<file path="src/rtl/irqagg_pkg.sv">
package irqagg_pkg;
  localparam int DATA_W = 8;
  localparam int MAX_LINES = 8;
  localparam logic [7:0] STAT_ADDR_DEF = 8'h20;
  localparam logic [7:0] MASK_ADDR_DEF = 8'h21;

  typedef enum logic [1:0] {
    SEL_NONE = 2'd0,
    SEL_STAT = 2'd1,
    SEL_MASK = 2'd2
  } reg_sel_e;
endpackage

</file>
<file path="src/rtl/irqagg_line.sv">
module irqagg_line (
  input  logic clk,
  input  logic rst_n,
  input  logic lvl_i,
  input  logic sw_we_i,
  input  logic sw_bit_i,
  output logic stat_o
);
  logic seen_q;
  logic stat_q;
  logic moved;

  assign moved = lvl_i ^ seen_q;

  always_ff @(posedge clk) begin
    if (!rst_n) begin
      seen_q <= 1'b0;
      stat_q <= 1'b0;
    end else begin
      seen_q <= lvl_i;
      if (moved)        stat_q <= lvl_i;
      else if (sw_we_i) stat_q <= sw_bit_i;
    end
  end

  assign stat_o = stat_q;

  // a level change is mirrored one edge later
  a_r2_mirror_level: assert property (@(posedge clk) disable iff (!rst_n)
    (lvl_i != seen_q) |=> (stat_q == $past(lvl_i)));
  // with a quiet line and no write, the bit holds
  a_r5_hold_quiet: assert property (@(posedge clk) disable iff (!rst_n)
    ((lvl_i == seen_q) && !sw_we_i) |=> $stable(stat_q));
  // a line change beats a software write in the same cycle
  a_r6_change_wins: assert property (@(posedge clk) disable iff (!rst_n)
    ((lvl_i != seen_q) && sw_we_i && (sw_bit_i != lvl_i)) |=> (stat_q == $past(lvl_i)));
endmodule

</file>
<file path="src/rtl/irqagg_regs.sv">
module irqagg_regs
  import irqagg_pkg::*;
#(
  parameter int ADDR_W = 8,
  parameter int NLINES = 8,
  parameter logic [ADDR_W-1:0] STAT_ADDR = ADDR_W'(STAT_ADDR_DEF),
  parameter logic [ADDR_W-1:0] MASK_ADDR = ADDR_W'(MASK_ADDR_DEF)
) (
  input  logic              clk,
  input  logic              rst_n,
  input  logic              wr_i,
  input  logic [ADDR_W-1:0] addr_i,
  input  logic [DATA_W-1:0] wdata_i,
  input  logic [NLINES-1:0] stat_i,
  output logic              stat_we_o,
  output logic [NLINES-1:0] stat_wdata_o,
  output logic [NLINES-1:0] mask_o,
  output logic [DATA_W-1:0] rdata_o
);
  reg_sel_e           sel;
  logic [NLINES-1:0]  mask_q;

  always_comb begin
    if (addr_i == STAT_ADDR)      sel = SEL_STAT;
    else if (addr_i == MASK_ADDR) sel = SEL_MASK;
    else                          sel = SEL_NONE;
  end

  assign stat_we_o    = wr_i && (sel == SEL_STAT);
  assign stat_wdata_o = wdata_i[NLINES-1:0];

  always_ff @(posedge clk) begin
    if (!rst_n)                           mask_q <= '0;
    else if (wr_i && (sel == SEL_MASK))   mask_q <= wdata_i[NLINES-1:0];
  end

  always_comb begin
    unique case (sel)
      SEL_STAT: rdata_o = DATA_W'(stat_i);
      SEL_MASK: rdata_o = DATA_W'(mask_q);
      default:  rdata_o = '0;
    endcase
  end

  assign mask_o = mask_q;

  // a mask write lands on the next edge
  a_r7_mask_load: assert property (@(posedge clk) disable iff (!rst_n)
    (wr_i && (addr_i == MASK_ADDR)) |=> (mask_q == $past(wdata_i[NLINES-1:0])));
  // writes elsewhere leave the mask alone
  a_r8_unmapped_keep: assert property (@(posedge clk) disable iff (!rst_n)
    (wr_i && (addr_i != MASK_ADDR)) |=> $stable(mask_q));
endmodule

</file>
<file path="src/rtl/irqagg_top.sv">
module irqagg_top
  import irqagg_pkg::*;
#(
  parameter int ADDR_W = 8,
  parameter int NLINES = MAX_LINES,
  parameter logic [ADDR_W-1:0] STAT_ADDR = ADDR_W'(STAT_ADDR_DEF),
  parameter logic [ADDR_W-1:0] MASK_ADDR = ADDR_W'(MASK_ADDR_DEF)
) (
  input  logic              clk,
  input  logic              rst_n,
  input  logic [NLINES-1:0] src_lvl_i,
  input  logic              bus_wr_i,
  input  logic [ADDR_W-1:0] bus_addr_i,
  input  logic [7:0]        bus_wdata_i,
  output logic [7:0]        bus_rdata_o,
  output logic              irq_o
);
  logic              stat_we;
  logic [NLINES-1:0] stat_wdata;
  logic [NLINES-1:0] stat;
  logic [NLINES-1:0] mask;

  irqagg_regs #(
    .ADDR_W(ADDR_W), .NLINES(NLINES),
    .STAT_ADDR(STAT_ADDR), .MASK_ADDR(MASK_ADDR)
  ) u_regs (
    .clk(clk), .rst_n(rst_n),
    .wr_i(bus_wr_i), .addr_i(bus_addr_i), .wdata_i(bus_wdata_i),
    .stat_i(stat), .stat_we_o(stat_we), .stat_wdata_o(stat_wdata),
    .mask_o(mask), .rdata_o(bus_rdata_o)
  );

  for (genvar i = 0; i < NLINES; i++) begin : g_line
    irqagg_line u_line (
      .clk(clk), .rst_n(rst_n),
      .lvl_i(src_lvl_i[i]),
      .sw_we_i(stat_we),
      .sw_bit_i(stat_wdata[i]),
      .stat_o(stat[i])
    );
  end

  assign irq_o = |(stat & mask);

  // no request while everything is masked
  a_r4_masked_quiet: assert property (@(posedge clk) disable iff (!rst_n)
    (mask == '0) |-> !irq_o);
  // a request always has a status bit behind it
  a_r4_needs_status: assert property (@(posedge clk) disable iff (!rst_n)
    irq_o |-> (stat != '0));
  // the cycle after reset release, nothing is pending
  a_r1_reset_clear: assert property (@(posedge clk)
    !rst_n |=> (mask == '0) && (stat == '0));
endmodule

</file>
<file path="config.mk">
export PLATFORM = sky130hd
export DESIGN_NAME = irqagg_top
export DESIGN_NICKNAME = d
export VERILOG_FILES = /design/src/rtl/irqagg_pkg.sv /design/src/rtl/irqagg_line.sv /design/src/rtl/irqagg_regs.sv /design/src/rtl/irqagg_top.sv
export SDC_FILE = /design/constraint.sdc
export NUM_CORES = 1
export LEC_CHECK = 0
export CORE_MARGIN = 4
export CORE_UTILIZATION = 47
export DETAILED_ROUTE_END_ITERATION = 10
export HOLD_SLACK_MARGIN = 0.03
export PLACE_DENSITY = 0.87
export SETUP_SLACK_MARGIN = 0.15
export SLEW_MARGIN = 20
export SYNTH_ARGS = -nofsm -noshare
export SYNTH_HDL_FRONTEND = slang
export SYNTH_HIERARCHICAL = 1
export SYNTH_SLANG_ARGS = --single-unit
</file>
<file path="constraint.sdc">
create_clock -name clk -period 3.9 [get_ports clk]
set_clock_uncertainty 0.15 [all_clocks]
set_input_delay 0.975 -clock clk [delete_from_list [all_inputs] [get_ports clk]]
set_output_delay 0.975 -clock clk [all_outputs]
set_load 0.01 [all_outputs]
</file>
==> reports/results.txt, run 1 <==
Class of the worst hold path: flip-flop to flip-flop. In the layout the commonest cells are 26 x clkdlybuf4s50_1, 24 x mux2i_1, 24 x dfxtp_1. The clock drives 24 sinks.

Traced cell by cell, the critical path runs through clkdlybuf4s50_1, nor4_4, buf_4, nand3_4, buf_4, buf_4, nor2_1, dlymetal6s2s_1. The normalized max-slew margin came out at 0.634. For the net count reported at finish, the log shows 199. The logs give 3630 um^2 for the total die area and 271 MHz for the upper clock frequency limit. A synthesized cell averages 9.52 um^2. Global routing finished with a remaining overflow of 0. After clock tree synthesis, the flow added hold-fix buffers numbering 0. The detail-routed via count per cell was 5.19; the met3 layer usage reported by global route was 0.0302.

For this design the top-level I/O count stands at 36. Counting every net in the synthesized netlist gives 162. The mapped cell area is 1280 um^2.

The root buffer cell is clkbuf_4. Across all hold checks on the routed design, the worst slack comes to 341 ps. STA classifies the critical path startpoint as an input port.

For this run, the slowest stage of the critical path takes 440 ps. The share of the clock period used by the worst path after layout was 0.948; the number of warnings reported in the yosys synthesis log was 6. Data on the critical path arrives at its endpoint at 2570 ps.

After detailed placement, the total cell area comes to 1610 um^2. The first-pass detailed-route iteration total was 4; the detailed-placement wirelength estimate was 1.86 mm. The core outline area came out at 2540 um^2. The final antenna diode count is 0. For the post-route core utilization, the log shows 0.673. The clock passes through at most 2 buffers. The fraction of layout instances using a drive strength above 1 was 0.140. The remaining routing DRC violations came out at 0. The initial core utilization is 0.505, and the total wire length is 2.60 mm.

Of all nets on the critical path, the largest fanout is 4. STA classifies the critical path endpoint as an output pin. The cell with the most instances on the worst path was buf_4. In the post-route analysis, the smallest setup slack over all paths is 204 ps. The tools report the total count of hold-check failures in the final report as 0. Area added between synthesis and finish: 33.2%. At the end of routability-driven placement, the weighted congestion stood at 0.676. The number of routed nets with antenna violations is 0. Measured in cells, the most critical reg-to-reg path has a length of 2.

For the worst-skew pair later-pin latency, the log shows 300 ps. The run gives 19 as the detailed router's first-iteration violation count. The run finished with clean final reports.

Across the run, the number of max-cap violations was 0. The final standard cell area without fillers was 1710 um^2. The required time of the critical path was 2770 ps; the global routing usage on met2 was 0.267. For the met1 global-route usage, the log shows 0.160.

At the pin with the least slew margin, the transition time is 549 ps. Entering global routing, the biggest net connects 38 pins. The initial antenna violation count was 0. The maximum resistive drop on vdd is 0.242 mV, and the global-route usage over all layers is 0.146.

The logs give 0 ps for the total negative slack for setup checks and 0 for the number of max-slew violations in the final report. The final route contains 1043 vias. The count of input and output buffers is 35.

The die is 60.3 um tall. For the H-tree depth, the log shows 1. The worst setup path is of the input port to output pin kind. Setup repair after global routing could not meet its margin everywhere.

In this run the most used layer during global routing was met2. TritonCTS built the clock tree. The run gives 135 as the number of instances in the synthesized netlist.

The tools report the post-synthesis sequential area ratio as 0.374. The library cell used most frequently in the layout, excluding fill and tap cells, is clkdlybuf4s50_1. Row generation in the floorplan step produced 18 rows.

For this design, the slowest cell found on the critical path is clkdlybuf4s50_1. After synthesis the netlist holds a flip-flop and latch count of 24. TritonCTS created 3 clock buffers.

The number of global-route vias before repair came out at 1007. For flop-to-flop paths, the worst setup slack is 2990 ps. The first global-routing pass estimated 4.00 mm of wire.

The power per cell area works out to 274 nW/um^2. The pre-CTS setup slack was 45.7 ps; the number of distinct library cells after synthesis was 19. The number of setup violations in the final report was 0. From left edge to right edge, the die measures 60.3 um.

The worst hold path was traced through 2 stages. The static leakage power is 0.779 nW. In the final routed layout, each cell accounts on average for 12.9 um. Clock-pin slew was measured on the worst setup and hold paths at 120 ps. The routed design could run at a clock period as short as 3700 ps.
-- area by class of cell --
cell class | count | area [um^2]
Multi-Input combinational cell | 92 | 702
Tap cell | 30 | 37.5
Inverter | 8 | 30.0
Sequential cell | 24 | 480
Timing Repair Buffer | 43 | 425
Clock buffer | 4 | 36.3
Fill cell | 202 | 833
-- report_power, final --
part	switching (mW)	leakage (nW)	internal, mW
Combinational	0.0311	0.560	0.0452
Clock	0.0704	0.0210	0.0570
Sequential	0.00754	0.198	0.258
Total	0.109	0.779	0.360
-- layer usage --
layer	share of wire	up-vias
met3	0.079	4
met2	0.48	33
li1	-	528
met5	0	-
met1	0.43	478
met4	0.010	0
-- Yosys cell counts, drive strengths merged --
library cell | n | share of area
nand3b | 8 | 0.047
buf | 10 | 0.064
nor2 | 9 | 0.026
a22oi | 4 | 0.023
and4 | 1 | 0.0068
inv | 8 | 0.023
mux2i | 24 | 0.19
nor2b | 8 | 0.039
dfxtp | 24 | 0.37
nor3b | 1 | 0.0058
nand4 | 1 | 0.0049
clkbuf | 2 | 0.0058
nor4 | 1 | 0.017
nand2 | 16 | 0.047
nand3 | 1 | 0.0078
o31ai | 8 | 0.078
and2 | 9 | 0.044
-- final timing paths --
| check | end | from |
|---|---|---|
| min reg2reg | u_regs/mask_o[2] | u_regs/mask_o[2] |
| max | bus_rdata_o[1] | bus_addr_i[2] |
| max reg2reg | g_line[7].u_line/stat_o | g_line[7].u_line/stat_o |
| min | u_regs/mask_o[2] | u_regs/mask_o[2] |
-- per-stage QoR --
step | total power [mW] | instances
after global placement | 0.343 | 191
after detailed placement | 0.346 | 191
final | 0.469 | 201
after global routing | 0.492 | 201
after floorplan | 0.311 | 135
after CTS | 0.475 | 195
-- worst max-delay path: cells and delay by family --
family        cells  cell delay [ps]
buf+inv           5             1070
simple gates      3              530
-- kinds of logic after synthesis --
family	share of synthesized area
multiplexers	0.187
AO/OA/AOI/OAI	0.101
flip-flops	0.374
AND/OR/NAND/NOR	0.244
buffers and inverters	0.0935
-- state kept, by name, summed over array words and instances, names as in the netlist --
signal                flops
u_regs/mask_o             8
g_line.u_line/stat_o      8
g_line.u_line/seen_q      8
-- timing repair --
item                                    4_1_cts  5_1_grt
gates cloned                                  0        1
resized for setup                             1        8
endpoints found under the setup margin        8        8
hold endpoints to repair                      0        0
setup buffers                                 0        5
pin swaps                                     0        3
(Power assumes the default switching activity.)
==> inputs of run 2 (changes only) <==
CORE_MARGIN = default   (was 4)
==> run 2 against run 1 <==
Against the previous run:
- global-route usage increased by 5.0 points
- clock-buffer cell count decreased by 1
- critical endpoint is now bus_rdata_o[7]
- sequential cell count unchanged
- largest cell class unchanged
- sequential share of layout area increased by 1.3 points
- power decreased by 4.3%
- maximum frequency decreased by 2.7%
==> reports/results.txt, run 2 (synthesized netlist as in run 1, its figures left out) <==
The fraction of power consumed by combinational cells came out at 0.170. By startpoint and endpoint, the worst setup path is classified as input port to output pin. For the relative contribution of sequential cells to total power, the log shows 0.592. At the worst endpoint, the required time is 2770 ps. The top-level port count is 36. The layer with the highest usage is met2. The logs give 0.204 for the met1 global-route usage and 0 for the remaining routing DRC violations.

The first-pass GRT wire length was 4.03 mm; the endpoint arrival time on the critical path was 2670 ps. The total number of clock tree sinks was 24. The internal power of the cells totals 339 uW.

For the pin with the worst max-slew slack, the measured transition is 545 ps. The part of the power in the clock network was 0.237. The largest buffer count on any clock path is 2. Leaving out fill and tap cells, the most frequent cells in the layout are 34 x clkdlybuf4s50_1, 24 x mux2i_1, 24 x dfxtp_1.

Static leakage power: 0.604 nW. In this run the remaining antenna-violating nets after routing total 0. The die extent in y works out to 54.3 um.

The worst setup path is launched from an input port. In this run the worst hold path is classified as flip-flop to flip-flop. The final standard cell area without fillers came out at 1640 um^2. The logs give 0 ps for the total negative slack for setup checks and 18 for the standard-cell row count.

The run gives 0 as the number of max-slew violations in the final report. Across the VDD grid, the largest voltage drop is 0.230 mV. Port buffering added 35 buffers. The fraction of layout instances using a drive strength above 1 was 0.109; the switching part of the total was 0.244. For the total die area, the log shows 2950 um^2. Using the TritonRoute via totals, the vias-per-cell ratio works out to 5.34. STA classifies the critical path endpoint as an output pin. Entering global routing, the biggest net connects 37 pins. The share of the clock period used by the worst path after layout works out to 0.974. The critical-path maximum fanout came out at 9. The run gives 0.348 as the global routing usage on met2. Buffers inserted during clock tree synthesis total 3. The root buffer cell is clkbuf_4. Setup repair after global routing could not meet its margin everywhere.

The global-route usage over all layers was 0.196. The total power after layout was 449 uW. The normalized max-slew margin was 0.637. The total instance count after detailed placement is 192, and the total number of vias is 1042. The logs give 0.0472 for the met3 layer usage reported by global route and 0 for the total count of hold-check failures in the final report. The tools report the upper clock frequency limit as 263 MHz. The flow ran to the end, and the final reports show no timing, DRC or antenna violations. The tool flagged a number of max-cap violations equal to 0. The net count reported at finish was 194.

For the initial antenna violation count, the log shows 0. The filler-free cell count of the finished design is 195, and the initial core utilization is 0.509. The logs give 1610 um^2 for the placement-stage cell area and 71.6 ps for the pre-CTS setup slack. The clock-pin slew reported for the worst setup and hold paths after clock tree synthesis is 120 ps, and the width of the chip is 54.3 um.

The number of setup violations in the final report is 0. The logs give 1 for the H-tree depth and 994 for the number of global-route vias before repair. The routability congestion estimate is 0.744, and the worst-skew pair later-pin latency is 310 ps. In this run the standard cell core region covers 2520 um^2. The logs give 110 uW for the power spent charging and discharging nets and 20 for the detailed router's first-iteration violation count. Detailed-placement wirelength estimate: 1.91 mm. For this run, the detailed router's first-pass iteration total came to 4. In the final routed layout, each cell accounts on average for 13.3 um. The final period demand of the worst path works out to 3800 ps. Setup slack on the critical path of the routed design comes to 101 ps. Sum of overflow across all layers after global routing: 0.

The power per cell area was 274 nW/um^2; the area added between synthesis and finish was 27.5%. The total wire length is 2.59 mm, and the final antenna diode count is 0. TritonCTS built the clock tree.

The most common library cell in the layout ignoring fill and taps was clkdlybuf4s50_1.
## run 2: worst paths after layout
kind	slack, ps	endpoint	startpoint	depth (start not counted)
worst max-delay path	100	bus_rdata_o[7]	bus_addr_i[7]	5
worst min-delay path	340	u_regs/mask_o[2]	u_regs/mask_o[2]	2
worst max register to register	2970	g_line[2].u_line/stat_o	g_line[2].u_line/stat_o	2
worst min register to register	340	u_regs/mask_o[2]	u_regs/mask_o[2]	2
## run 2: area by class of cell
class / count / area (um^2)
Fill cell: 223 / 885
Multi-Input combinational cell: 91 / 692
Sequential cell: 24 / 480
Timing Repair Buffer: 39 / 375
Tap cell: 30 / 37.5
Inverter: 8 / 30.0
Clock buffer: 3 / 22.5
## run 2: power groups by stage
stage,Combinational (mW),Sequential (mW),Clock (mW)
floorplan,0.0429,0.269,0
global placement,0.0737,0.270,0
detailed placement,0.0770,0.271,0
CTS,0.0778,0.266,0.111
global route,0.0829,0.267,0.123
finish,0.0765,0.266,0.106
## run 2: critical path, stage by stage
cell and delay (ps):
clkdlybuf4s50_1 450, nor4_4 350, nand3_4 180, nor2_1 170, clkdlybuf4s50_1 550
## run 2: repair_timing
action	4_1_cts	5_1_grt
setup endpoints to repair	8	8
hold buffers	0	0
gates resized for setup	1	0
setup buffers	0	0
## run 2: metrics by stage
stage | hold slack, ps | utilization
after floorplan | 297 | -
after global placement | 305 | 0.639
after detailed placement | 323 | 0.639
after CTS | 341 | 0.651
after global routing | 354 | 0.649
final | 340 | 0.649
## run 2: per-layer routing
layer	vias to the layer above	wire length, um
met5	-	0
met4	0	44
met3	5	140
met2	37	1300
met1	484	1110
li1	516	-
